## config.mk

```make
export PLATFORM = sky130hd
export DESIGN_NAME = dma_xlat_walker
export DESIGN_NICKNAME = d
export VERILOG_FILES = /design/src/rtl/dma_xlat_pkg.sv /design/src/rtl/dma_xlat_precheck.sv /design/src/rtl/dma_xlat_index.sv /design/src/rtl/dma_xlat_entry_dec.sv /design/src/rtl/dma_xlat_walker.sv
export SDC_FILE = /design/constraint.sdc
export NUM_CORES = 1
export LEC_CHECK = 0
export BUFFER_PORTS_ARGS = -buffer_cell sky130_fd_sc_hd__buf_2
export CAP_MARGIN = 20
export CELL_PAD_IN_SITES_DETAIL_PLACEMENT = 0
export CELL_PAD_IN_SITES_GLOBAL_PLACEMENT = 1
export CORE_ASPECT_RATIO = 0.8
export CORE_MARGIN = 2
export CORE_UTILIZATION = 40
export CTS_CLUSTER_SIZE = 10
export DETAILED_ROUTE_END_ITERATION = 7
export GPL_TIMING_DRIVEN = 0
export PLACE_DENSITY_LB_ADDON = 0.1
export SYNTH_ARGS = -nofsm -noshare
export SYNTH_HDL_FRONTEND = slang
export SYNTH_SLANG_ARGS = --single-unit
```

## constraint.sdc

```tcl
create_clock -name clk -period 11.4 [get_ports clk]
set_input_delay 2.85 -clock clk [delete_from_list [all_inputs] [get_ports clk]]
set_output_delay 2.85 -clock clk [all_outputs]
set_load 0.02 [all_outputs]
```

## src/rtl/dma_xlat_pkg.sv

```systemverilog
package dma_xlat_pkg;
   localparam logic [1:0] PERM_NONE = 2'b00;
   localparam logic [1:0] PERM_RW   = 2'b11;

   localparam logic [1:0] CAUSE_NONE     = 2'd0;
   localparam logic [1:0] CAUSE_NO_SPACE = 2'd1;
   localparam logic [1:0] CAUSE_RANGE    = 2'd2;
   localparam logic [1:0] CAUSE_WALK     = 2'd3;

   localparam logic [1:0] TAG_REGION  = 2'b11;
   localparam logic [1:0] TAG_SEGMENT = 2'b10;
   localparam int TAG_LSB   = 2;
   localparam int INVAL_BIT = 10;

   typedef enum logic [1:0] {LVL_REGION = 2'd0, LVL_SEGMENT = 2'd1, LVL_PAGE = 2'd2} level_e;
   typedef enum logic [1:0] {ST_IDLE = 2'd0, ST_ISSUE = 2'd1, ST_WAIT = 2'd2} walk_st_e;
endpackage

```

## src/rtl/dma_xlat_precheck.sv

```systemverilog
module dma_xlat_precheck
   import dma_xlat_pkg::*;
#(
   parameter int          AW       = 64,
   parameter logic [AW-1:0] MSI_ADDR = '0,
   parameter bit          MSI_EN   = 1'b1
) (
   input  logic [AW-1:0] addr,
   input  logic [AW-1:0] origin,
   input  logic [AW-1:0] base,
   input  logic [AW-1:0] limit,
   output logic          is_msi,
   output logic          fail,
   output logic [1:0]    cause
);
   generate
      if (MSI_EN) begin : g_msi
         assign is_msi = (addr == MSI_ADDR);
      end else begin : g_no_msi
         assign is_msi = 1'b0;
      end
   endgenerate

   always_comb begin
      fail  = 1'b0;
      cause = CAUSE_NONE;
      if (!is_msi) begin
         if (origin == '0) begin
            fail  = 1'b1;
            cause = CAUSE_NO_SPACE;
         end else if ((addr < base) || (addr > limit)) begin
            fail  = 1'b1;
            cause = CAUSE_RANGE;
         end
      end
   end
endmodule

```

## src/rtl/dma_xlat_index.sv

```systemverilog
module dma_xlat_index
   import dma_xlat_pkg::*;
#(
   parameter int AW         = 64,
   parameter int PAGE_SHIFT = 12,
   parameter int PX_W       = 8,
   parameter int SX_W       = 11,
   parameter int RX_W       = 11
) (
   input  logic [AW-1:0] addr,
   input  logic [AW-1:0] table_base,
   input  level_e        level,
   output logic [AW-1:0] entry_addr
);
   localparam int SX_SHIFT = PAGE_SHIFT + PX_W;
   localparam int RX_SHIFT = SX_SHIFT + SX_W;

   generate
      if (RX_SHIFT + RX_W > AW) begin : g_bad_fields
         $error("index fields exceed the address width");
      end
      if (RX_W > AW - 3 || SX_W > AW - 3) begin : g_bad_idx
         $error("index too wide for entry scaling");
      end
   endgenerate

   logic [AW-1:0] idx;

   always_comb begin
      idx = '0;
      case (level)
         LVL_REGION:  idx[RX_W-1:0] = addr[RX_SHIFT +: RX_W];
         LVL_SEGMENT: idx[SX_W-1:0] = addr[SX_SHIFT +: SX_W];
         default:     idx[PX_W-1:0] = addr[PAGE_SHIFT +: PX_W];
      endcase
   end

   assign entry_addr = table_base + {idx[AW-4:0], 3'b000};
endmodule

```

## src/rtl/dma_xlat_entry_dec.sv

```systemverilog
module dma_xlat_entry_dec
   import dma_xlat_pkg::*;
#(
   parameter int AW         = 64,
   parameter int PAGE_SHIFT = 12
) (
   input  logic [63:0]   entry,
   input  level_e        level,
   output logic [AW-1:0] next_base,
   output logic          usable,
   output logic          page_inval
);
   localparam logic [AW-1:0] LOW_MASK = (AW'(1) << PAGE_SHIFT) - AW'(1);

   generate
      if (AW > 64) begin : g_bad_aw
         $error("address width exceeds entry width");
      end
      if (INVAL_BIT >= PAGE_SHIFT || TAG_LSB + 1 >= PAGE_SHIFT) begin : g_bad_flags
         $error("entry flag bits overlap the address field");
      end
   endgenerate

   logic [1:0] tag;
   assign tag        = entry[TAG_LSB +: 2];
   assign next_base  = entry[AW-1:0] & ~LOW_MASK;
   assign page_inval = entry[INVAL_BIT];

   always_comb begin
      case (level)
         LVL_REGION:  usable = (tag == TAG_REGION)  && (next_base != '0);
         LVL_SEGMENT: usable = (tag == TAG_SEGMENT) && (next_base != '0);
         default:     usable = (entry != 64'd0);
      endcase
   end
endmodule

```

## src/rtl/dma_xlat_walker.sv

```systemverilog
module dma_xlat_walker
   import dma_xlat_pkg::*;
#(
   parameter int            AW         = 64,
   parameter int            PAGE_SHIFT = 12,
   parameter int            PX_W       = 8,
   parameter int            SX_W       = 11,
   parameter int            RX_W       = 11,
   parameter bit            MSI_EN     = 1'b1,
   parameter logic [AW-1:0] MSI_ADDR   = AW'(64'h0000_00FE_E000_0000)
) (
   input  logic          clk,
   input  logic          rst_n,
   input  logic          req_valid,
   output logic          req_ready,
   input  logic [AW-1:0] req_addr,
   input  logic [AW-1:0] cfg_origin,
   input  logic [AW-1:0] cfg_base,
   input  logic [AW-1:0] cfg_limit,
   output logic          resp_valid,
   output logic [AW-1:0] resp_addr,
   output logic [1:0]    resp_perm,
   output logic          err_valid,
   output logic [1:0]    err_cause,
   output logic          err_qual,
   output logic [AW-1:0] err_addr,
   output logic          fn_error,
   output logic          fn_blocked,
   output logic          mem_req_valid,
   input  logic          mem_req_ready,
   output logic [AW-1:0] mem_req_addr,
   input  logic          mem_rsp_valid,
   input  logic [63:0]   mem_rsp_data
);
   localparam logic [AW-1:0] LOW_MASK = (AW'(1) << PAGE_SHIFT) - AW'(1);

   generate
      if (PAGE_SHIFT < 4 || PAGE_SHIFT >= AW) begin : g_bad_page
         $error("page shift out of range");
      end
   endgenerate

   walk_st_e      st;
   level_e        lvl;
   logic [AW-1:0] addr_q;
   logic [AW-1:0] base_q;

   logic          is_msi, pre_fail, accept;
   logic [1:0]    pre_cause;
   logic [AW-1:0] next_base;
   logic          ent_ok, ent_inval;

   assign req_ready     = (st == ST_IDLE);
   assign accept        = req_valid && req_ready;
   assign mem_req_valid = (st == ST_ISSUE);

   dma_xlat_precheck #(.AW(AW), .MSI_ADDR(MSI_ADDR), .MSI_EN(MSI_EN)) u_pre (
      .addr(req_addr), .origin(cfg_origin), .base(cfg_base), .limit(cfg_limit),
      .is_msi(is_msi), .fail(pre_fail), .cause(pre_cause)
   );

   dma_xlat_index #(.AW(AW), .PAGE_SHIFT(PAGE_SHIFT), .PX_W(PX_W), .SX_W(SX_W), .RX_W(RX_W)) u_idx (
      .addr(addr_q), .table_base(base_q), .level(lvl), .entry_addr(mem_req_addr)
   );

   dma_xlat_entry_dec #(.AW(AW), .PAGE_SHIFT(PAGE_SHIFT)) u_dec (
      .entry(mem_rsp_data), .level(lvl), .next_base(next_base),
      .usable(ent_ok), .page_inval(ent_inval)
   );

   always_ff @(posedge clk or negedge rst_n) begin
      if (!rst_n) begin
         st         <= ST_IDLE;
         lvl        <= LVL_REGION;
         addr_q     <= '0;
         base_q     <= '0;
         resp_valid <= 1'b0;
         resp_addr  <= '0;
         resp_perm  <= PERM_NONE;
         err_valid  <= 1'b0;
         err_cause  <= CAUSE_NONE;
         err_qual   <= 1'b0;
         err_addr   <= '0;
         fn_error   <= 1'b0;
         fn_blocked <= 1'b0;
      end else begin
         resp_valid <= 1'b0;
         err_valid  <= 1'b0;
         case (st)
            ST_IDLE: begin
               if (accept) begin
                  addr_q <= req_addr;
                  base_q <= cfg_origin & ~LOW_MASK;
                  lvl    <= LVL_REGION;
                  if (is_msi) begin
                     resp_valid <= 1'b1;
                     resp_addr  <= req_addr;
                     resp_perm  <= PERM_RW;
                  end else if (pre_fail) begin
                     resp_valid <= 1'b1;
                     resp_addr  <= '0;
                     resp_perm  <= PERM_NONE;
                     err_valid  <= 1'b1;
                     err_cause  <= pre_cause;
                     err_qual   <= 1'b0;
                     err_addr   <= req_addr;
                     fn_error   <= 1'b1;
                     fn_blocked <= 1'b1;
                  end else begin
                     st <= ST_ISSUE;
                  end
               end
            end
            ST_ISSUE: begin
               if (mem_req_ready) st <= ST_WAIT;
            end
            ST_WAIT: begin
               if (mem_rsp_valid) begin
                  if (!ent_ok) begin
                     st         <= ST_IDLE;
                     resp_valid <= 1'b1;
                     resp_addr  <= '0;
                     resp_perm  <= PERM_NONE;
                     err_valid  <= 1'b1;
                     err_cause  <= CAUSE_WALK;
                     err_qual   <= 1'b1;
                     err_addr   <= addr_q;
                     fn_error   <= 1'b1;
                     fn_blocked <= 1'b1;
                  end else if (lvl == LVL_PAGE) begin
                     st         <= ST_IDLE;
                     resp_valid <= 1'b1;
                     resp_addr  <= {next_base[AW-1:PAGE_SHIFT], addr_q[PAGE_SHIFT-1:0]};
                     resp_perm  <= ent_inval ? PERM_NONE : PERM_RW;
                  end else begin
                     base_q <= next_base;
                     lvl    <= (lvl == LVL_REGION) ? LVL_SEGMENT : LVL_PAGE;
                     st     <= ST_ISSUE;
                  end
               end
            end
            default: st <= ST_IDLE;
         endcase
      end
   end
endmodule

```

==> out/qor.csv, run 1 <==
metric,value,unit
"commonest non-fill, non-tap cell in the layout",buf_2,
postcts setup bufs,0,
via count,16600,
largest family of logic cells by synthesized area,simple AND/OR/NAND/NOR gates,
most frequent cells in the layout,"buf_2 (534), nand2_1 (356), dfrtp_1 (255)",
HP Class,flop to flop,
Final #Nets,2964,
CP max-delay cell,buf_1,
Slew headroom,0.272,
Via-to-Cell Ratio,5.40,
Area after DPL,20000,sq um
post-synthesis adder-cell area fraction,0.0986,
worst-path maximum fanout,10,
Filler Cell Count,4119,
XOR/XNOR Fraction of Synth Area,0.0264,
Worst EP arrival,5.27,ns
Setup crit start,lvl[0],
Fmax achieved,0.123,GHz
"Power, Total",4.01,mW
WP depth,14,
global-route wire length before repair,97000,um
clock skew,0.0256,ns
cts hold-fix bufs,0,
CTS root buf,clkbuf_16,
Avg WL per Cell,21.6,um
first-iteration detailed-routing DRC count,1301,
fraction of layout cells with a size suffix above 1,0.248,
io pins,528,
gpl congestion,0.930,
Critical Path Sink,mem_req_addr[54],
initial core utilization,0.406,
RSZ-0062 raised after global routing,no,
CTS Buf Count,31,
post-route antenna net violation count,0,
DRC violations left,0,
Final Slew Violations,0,
Max-cap violations,0,
WP data required,8.55,ns
Total Wirelength,66400,um
Reg-to-Reg Start,st[1],
post-CTS sizing,0,
number of I/O port buffers,524,
maximum VDD drop,0.126,mV
fin util,0.511,
Yosys cell types,64,
Synth Area in Simple Gates,0.214,
Die Y,186,um
Post-Syn Instances,1946,
Bufs and invs on worst path,5,
chip width,232,um
design area,20800,sq um
Global Route Usage Sum,0.298,
vias in the first global route,15900,
Sink Count,255,
Ys Warns,0,
setup violators final,0,
Place WS,3.84,ns
Worst Max-Slew Pin Slew,1.08,ns
power density over the cells,192,nW/um^2
Crit. End Element,output port,
"Avg Cell Area, Syn",8.51,sq um
setup slack after layout,3.28,ns
initial antenna violation count,7,
crit-path cells,clkbuf_1 > buf_1 > mux2i_1 > nor2_1 > ha_1 > inv_1 > fa_1 > or3_1 > or3_1 > clkbuf_1 > nor4_2 > nand4_1 > xnor2_1 > buf_2,
Crit Reg-Reg Endpoint,err_addr[22],
Mapped Area,16600,sq um
largest net degree at the start of global routing,114,
startpoint types,flop,
R2R setup slack,7.88,ns
mux share of post-synthesis cell area,0.0387,
total negative setup slack,0,ns
clock-pin slew of the registers on the worst-case setup and hold paths,0.06,ns
clock buffer depth,3,
Worst path max stage delay,0.59,ns
grt total ovfl,0,
CP Class,flop to output port,
Final period util,0.713,
R2R cell count,8,
number of synthesized flops with an enable pin,0,
# H-tree levels,1,
die footprint,43100,sq um
Detailed Routing Iterations Pass 1,5,
hold violation total from the final report,0,
Compound-Gate Fraction of Synth Area,0.159,
clk_lat worst skew,0.57,ns
min cycle time layout,8.12,ns
asr flop ratio synth,1.00,
DP HPWL,52800,um
CTS tree,built,
status,finished clean,
P&R area growth vs syn,25.8,%
register area share after synthesis,0.385,
top_reg_cell synth,dfrtp_1,
Core Region,40800,sq um
"flops & latches, synth",255,
row count,66,
Top delay family on crit path,simple AND/OR/NAND/NOR gates,
leakage power,10.7,nW
## worst reg2reg max path: stages (launching register included)
cell	delay (ns)
dfrtp_1	0.38
nor2b_1	0.14
clkbuf_1	0.48
nand2_1	0.31
nor3_2	0.82
nor2_2	0.37
clkbuf_1	0.35
a211oi_1	0.41
a22oi_1	0.11
## synthesized netlist by cell type, types with 14 or more instances
master	instances	area [sq um]
nand2_1	356	1340
dfrtp_1	255	6380
inv_1	199	747
ha_1	129	1610
nor2_1	101	379
o21ai_0	94	470
clkbuf_1	77	289
a211oi_1	70	526
nand3_1	67	335
and2_1	66	413
mux2i_1	64	641
o31ai_1	55	413
a21oi_1	51	255
nor4_1	50	313
a22oi_1	45	338
nand4_1	43	269
xnor2_1	36	315
a22oi_2	20	250
and3_1	20	125
xor2_1	14	123
## power breakdown
part	switching [mW]	internal, mW
combinational	1.08	0.593
sequential	0.244	1.19
clock	0.387	0.511
total	1.71	2.29
## how the worst min path moves through the flow
stage | depth (start not counted) | endpoint | slack (ns) | startpoint
floorplan | 2 | addr_q[42] | 0.45 | addr_q[42]
global placement | 2 | addr_q[55] | 0.46 | addr_q[55]
detailed placement | 1 | err_qual | 0.46 | err_qual
CTS | 2 | addr_q[49] | 0.48 | addr_q[49]
global route | 1 | err_qual | 0.49 | err_qual
finish | 1 | err_qual | 0.47 | err_qual
## cell families after synthesis
group                      after synthesis
and+or+nand+nor                        755
AOI/OAI and AO/OA                      381
buffers and inverters                  310
DFF                                    255
adders and majority gates              130
muxes                                   64
xor gates and xnor gates                50
other                                    1
## final cells by class
cell class | instances | area, sq um | area share
multi-input combinational | 1383 | 8910 | 0.428
clock inverter | 1 | 8.76 | 0.000420
inverter | 199 | 747 | 0.0358
sequential | 255 | 6380 | 0.306
tap | 544 | 681 | 0.0327
clock buffer | 45 | 858 | 0.0412
buffer | 111 | 542 | 0.0260
timing repair buffer | 528 | 2700 | 0.130
antenna | 4 | 10.0 | 0.000480
## stage by stage
stage,hold WS (ns),std cells
after floorplan,0.447,1948
after detailed placement,0.460,3019
after CTS,0.477,3065
final,0.475,3070
after global routing,0.491,3070
after global placement,0.458,3016
## flip-flops by register name, indices dropped and copies added (netlist names)
register / cells
err_cause: 2
err_qual: 1
resp_addr: 64
err_valid: 1
st: 2
resp_perm: 1
resp_valid: 1
base_q: 52
fn_blocked: 1
addr_q: 64
lvl: 2
err_addr: 64
## routing by layer
metal / wire length (um) / GRT usage / vias to the layer above
met5: 27 / 0 / -
met4: 1560 / 0.0715 / 4
met3: 4330 / 0.0519 / 92
met2: 29900 / 0.473 / 531
met1: 30600 / 0.423 / 8096
li1: - / - / 7868
(Power assumes the default switching activity.)
==> inputs of run 2 (changes only) <==
Settings changed: CORE_UTILIZATION 40 to 38.
Clock period 11.4 ns to 8.05 ns, I/O delays scaled along.
==> run 2 against run 1 <==
  * Clock skew down 0.017 ns
  * Final cell count up 0.49%
  * Via count up 0.55%
  * Sequential power up 43%
  * Sequential cell count unchanged
  * Clock power up 43%
  * Setup slack worse by 2.6 ns
  * Sequential share of layout area about the same
  * Critical path type unchanged
  * Critical endpoint unchanged
  * Largest cell class unchanged
  * Largest power group unchanged
==> out/qor.csv, run 2 (synthesis results as in run 1) <==
metric,value,unit,change
status,finished clean,,
setup violators final,0,,unchanged
"Power, Total",5.69,mW,+42%
post-CTS sizing,0,,unchanged
clock-pin slew of the registers on the worst-case setup and hold paths,0.05,ns,about the same
startpoint types,flop,,
Slew headroom,0.235,,-0.0371
WP data required,6.04,ns,-2.51 ns
initial core utilization,0.385,,-0.0213
chip width,237,um,+2.6%
R2R cell count,8,,unchanged
postcts setup bufs,0,,unchanged
die footprint,45300,sq um,+5.2%
Die Y,191,um,+2.5%
clk_lat worst skew,0.57,ns,about the same
Sink Count,255,,unchanged
CTS root buf,clkbuf_16,,
min cycle time layout,7.41,ns,
gpl congestion,0.906,,-2.6%
clock skew,0.00872,ns,-0.0169 ns
Layout Cells excl Fill,3085,,+0.49%
clock buffer depth,3,,unchanged
fraction of layout cells with a size suffix above 1,0.249,,+0.000991
Detailed Routing Iterations Pass 1,5,,unchanged
CTS Buf Count,31,,unchanged
row count,68,,+3.0%
vias in the first global route,16200,,+1.6%
RSZ-0062 raised after global routing,no,,
leakage power,10.7,nW,about the same
first-iteration detailed-routing DRC count,1313,,+0.92%
most frequent cells in the layout,"buf_2 (534), nand2_1 (356), dfrtp_1 (255)",,
cts hold-fix bufs,0,,unchanged
Final #Nets,2964,,unchanged
Global Route Usage Sum,0.292,,-0.00602
crit-path cells,clkbuf_1 > buf_1 > mux2i_1 > nor2_1 > ha_1 > inv_1 > fa_1 > or3_1 > or3_1 > clkbuf_1 > nor4_2 > nand4_1 > xnor2_1 > buf_2,,
post-route antenna net violation count,0,,unchanged
DP HPWL,54000,um,+2.3%
maximum VDD drop,0.177,mV,+41%
Worst Max-Slew Pin Slew,1.14,ns,+0.0594 ns
CTS tree,built,,
total negative setup slack,0,ns,unchanged
power density over the cells,273,nW/um^2,+42%
worst-path maximum fanout,10,,unchanged
Final Slew Violations,0,,unchanged
Total Wirelength,67800,um,+2.2%
grt total ovfl,0,,unchanged
Worst EP arrival,5.40,ns,+0.13 ns
io pins,528,,unchanged
via count,16700,,+0.55%
number of I/O port buffers,524,,unchanged
# H-tree levels,1,,unchanged
Core Region,43100,sq um,+5.5%
hold violation total from the final report,0,,unchanged
HP Class,flop to flop,,
Placed Cells,3035,,+0.53%
global-route wire length before repair,100000,um,+3.5%
largest net degree at the start of global routing,99,,-13%
Via-to-Cell Ratio,5.41,,about the same
CP max-delay cell,buf_1,,
Avg WL per Cell,22.0,um,+1.7%
CP Class,flop to output port,,
Hold Path Stages,2,,+1
fin util,0.485,,-0.0263
DRC violations left,0,,unchanged
Crit. End Element,output port,,
Max-cap violations,0,,unchanged
initial antenna violation count,6,,-1
P&R area growth vs syn,25.9,%,
biggest regs,"addr_q (64), err_addr (64), resp_addr (64)",,
"commonest non-fill, non-tap cell in the layout",buf_2,,
Fmax achieved,0.135,GHz,
Final period util,0.921,,
Worst path max stage delay,0.63,ns,+0.04 ns
## run 2: final cells by class
type / count / area [sq um]
Antenna cell: 5 / 12.5
Buffer: 111 / 542
Clock buffer: 39 / 816
Clock inverter: 5 / 50.0
Fill cell: 4345 / 22200
Inverter: 199 / 747
Multi-Input combinational cell: 1383 / 8910
Sequential cell: 255 / 6380
Tap cell: 560 / 701
Timing Repair Buffer: 528 / 2700
## run 2: routing by layer
| metal | wire (um) | part of all wire | up-vias | track usage |
|---|---|---|---|---|
| li1 | - | - | 7877 | - |
| met3 | 4030 | 0.059 | 103 | 0.0460 |
| met5 | 11 | 0.00016 | - | 0 |
| met4 | 1990 | 0.029 | 2 | 0.0837 |
| met1 | 32200 | 0.47 | 8140 | 0.424 |
| met2 | 29700 | 0.44 | 560 | 0.450 |
## run 2: final timing paths
| kind | start | to | slack, ns |
|---|---|---|---|
| setup / recovery | lvl[0] | mem_req_addr[54] | 0.64 |
| hold / removal | addr_q[49] | addr_q[49] | 0.48 |
| setup reg to reg | st[1] | err_addr[22] | 4.45 |
| hold reg to reg | addr_q[49] | addr_q[49] | 0.48 |
| max in group asynchronous | rst_n | addr_q[51] | 5.74 |
| min in group asynchronous | rst_n | base_q[19] | 1.38 |
## run 2: critical path, delay by kind of cell, from the launching register on
kind          cells  cell delay, ns
simple gates      5            1.76
buf+inv           5            1.61
fa+ha+maj         2            0.71
flops             1            0.32
xor+xnor          1            0.23
mux               1            0.20
## run 2: power by group
part,leakage [nW],switching (mW),total (mW),internal [mW]
Combinational,7.13,1.54,2.38,0.839
Clock,0.427,0.547,1.28,0.729
Sequential,3.16,0.350,2.04,1.69
## run 2: metrics by stage
step	setup WS (ns)	area (sq um)	hold WS, ns
CTS	0.682	20800	0.478
detailed placement	1.30	20000	0.465
global route	0.421	20900	0.492
finish	0.639	20900	0.477
global placement	0.00691	19900	0.458
floorplan	2.34	16600	0.447
==> inputs of run 3 (changes only) <==
Settings changed: CORE_UTILIZATION 38 to 34.
Clock period 8.05 ns to 6.5 ns, I/O delays scaled along.
==> run 3 against run 2 <==
  * Clock power increased by 20%
  * First-iteration DRC count down 8.0%
  * Largest power group unchanged
  * Count of clock-buffer cells in the layout stayed put
==> out/qor.csv, run 3 (synthesis results as in run 1) <==
metric,value,unit,change
most frequent cells in the layout,"buf_2 (535), nand2_1 (356), dfrtp_1 (254)",,
design area,20900,sq um,+0.29%
Final #Nets,2962,,-0.067%
RSZ-0062 raised after global routing,no,,
number of I/O port buffers,524,,unchanged
Via-to-Cell Ratio,5.24,,-3.1%
global-route wire length before repair,104000,um,+3.5%
DRC violations left,0,,unchanged
status,finished clean,,
initial antenna violation count,10,,+4
Final Slew Violations,0,,unchanged
Avg WL per Cell,22.4,um,+1.7%
grt total ovfl,0,,unchanged
initial core utilization,0.344,,-0.0411
Final period util,0.963,,
Worst Max-Slew Pin Slew,1.15,ns,+0.0103 ns
CTS Buf Count,30,,-3.2%
Global Route Usage Sum,0.273,,-0.0197
fin util,0.434,,-0.0505
row count,72,,+5.9%
metal1 wirelength,33400,um,+3.9%
Place WS,-0.0654,ns,-1.36 ns
cts hold-fix bufs,0,,unchanged
startpoint types,flop,,
chip width,251,um,+5.6%
fraction of layout cells with a size suffix above 1,0.249,,about the same
HP Class,flop to flop,,
Area after DPL,20100,sq um,+0.46%
"commonest non-fill, non-tap cell in the layout",buf_2,,
io pins,528,,unchanged
Fmax achieved,0.160,GHz,
Slew headroom,0.225,,-0.00983
Sink Count,255,,unchanged
Worst path max stage delay,0.54,ns,-0.09 ns
setup violators final,0,,unchanged
clk_lat worst skew,0.56,ns,about the same
vias in the first global route,16200,,+0.074%
CTS tree,built,,
leakage power,10.7,nW,about the same
Detailed Routing Iterations Pass 1,5,,unchanged
# H-tree levels,1,,unchanged
CP Class,flop to output port,,
maximum VDD drop,0.210,mV,+19%
min cycle time layout,6.26,ns,
largest net degree at the start of global routing,114,,+15%
CP max-delay cell,dfrtp_2,,
clock buffer depth,3,,unchanged
hold violation total from the final report,0,,unchanged
WP data required,4.88,ns,-1.16 ns
postcts setup bufs,0,,unchanged
P&R area growth vs syn,26.3,%,
DP HPWL,56700,um,+4.9%
met2 WL,31000,um,+4.4%
power density over the cells,335,nW/um^2,+23%
via count,16500,,-0.92%
Crit. End Element,output port,,
Die Y,201,um,+5.6%
biggest regs,"addr_q (64), err_addr (64), resp_addr (64)",,
first-iteration detailed-routing DRC count,1208,,-8.0%
clock-pin slew of the registers on the worst-case setup and hold paths,0.06,ns,about the same
R2R cell count,8,,unchanged
Max-cap violations,0,,unchanged
worst-path maximum fanout,10,,unchanged
Fin Hold WS,0.478,ns,+0.000639 ns
"Power, Total",7.00,mW,+23%
CTS root buf,clkbuf_16,,
Filler Cell Count,4925,,+13%
Hold Path Stages,2,,unchanged
post-route antenna net violation count,0,,unchanged
die footprint,50500,sq um,+12%
gpl congestion,0.912,,+0.65%
clock skew,0.00898,ns,+0.000268 ns
Worst EP arrival,4.64,ns,-0.76 ns
setup slack after layout,0.237,ns,-0.402 ns
Top Layer Used,met5,,
crit-path cells,buf_2 > mux2i_1 > nor2_1 > ha_1 > inv_1 > fa_1 > or3_1 > or3_1 > clkbuf_1 > nor4_4 > nand4_1 > xnor2_1 > buf_2,,
Total Wirelength,70500,um,+3.9%
Core Region,48200,sq um,+12%
DR WL met3,4620,um,+15%
post-CTS sizing,2,,+2
[run 3: through the flow]
step,setup TNS [ns],instances
global placement,-325.35,3101
detailed placement,-0.0697,3105
finish,0,3153
CTS,0,3145
global route,0,3153
floorplan,0,1948
[run 3: worst max-delay path, delay by kind of cell (launching register included)]
family	cells	cell delay, ns
adders and majority gates	2	0.67
DFF	1	0.54
and+or+nand+nor	5	1.52
muxes	1	0.19
buffers and inverters	4	0.91
xor gates and xnor gates	1	0.24
[run 3: power breakdown]
group	leakage (nW)	internal [mW]	switching (mW)
sequential	3.16	2.09	0.429
combinational	7.15	1.04	1.92
clock	0.405	0.859	0.668
total	10.7	3.99	3.02
[run 3: cell type report]
class,count,area [sq um],share of cell area
diodes,8,20.0,0.000957
flip-flops and latches,255,6380,0.305
repair buffers,528,2700,0.129
clock buffers,39,816,0.0390
inverters,199,747,0.0357
well taps,629,787,0.0376
clock inverters,2,10.0,0.000478
plain buffers,110,539,0.0258
multi-input cells,1383,8920,0.426
[run 3: path summary, 6_finish.rpt]
check | start | end | slack [ns]
max | lvl[0] | mem_req_addr[54] | 0.24
min | addr_q[55] | addr_q[55] | 0.48
max reg2reg | st[1] | err_addr[35] | 2.89
min reg2reg | addr_q[55] | addr_q[55] | 0.48
max in group asynchronous | rst_n | addr_q[51] | 4.53
min in group asynchronous | rst_n | resp_addr[26] | 0.97
[run 3: layer usage]
layer,vias to the layer above,global-route usage
met5,-,0
met4,4,0.0614
met3,82,0.0569
met2,483,0.412
met1,8079,0.398
li1,7881,-
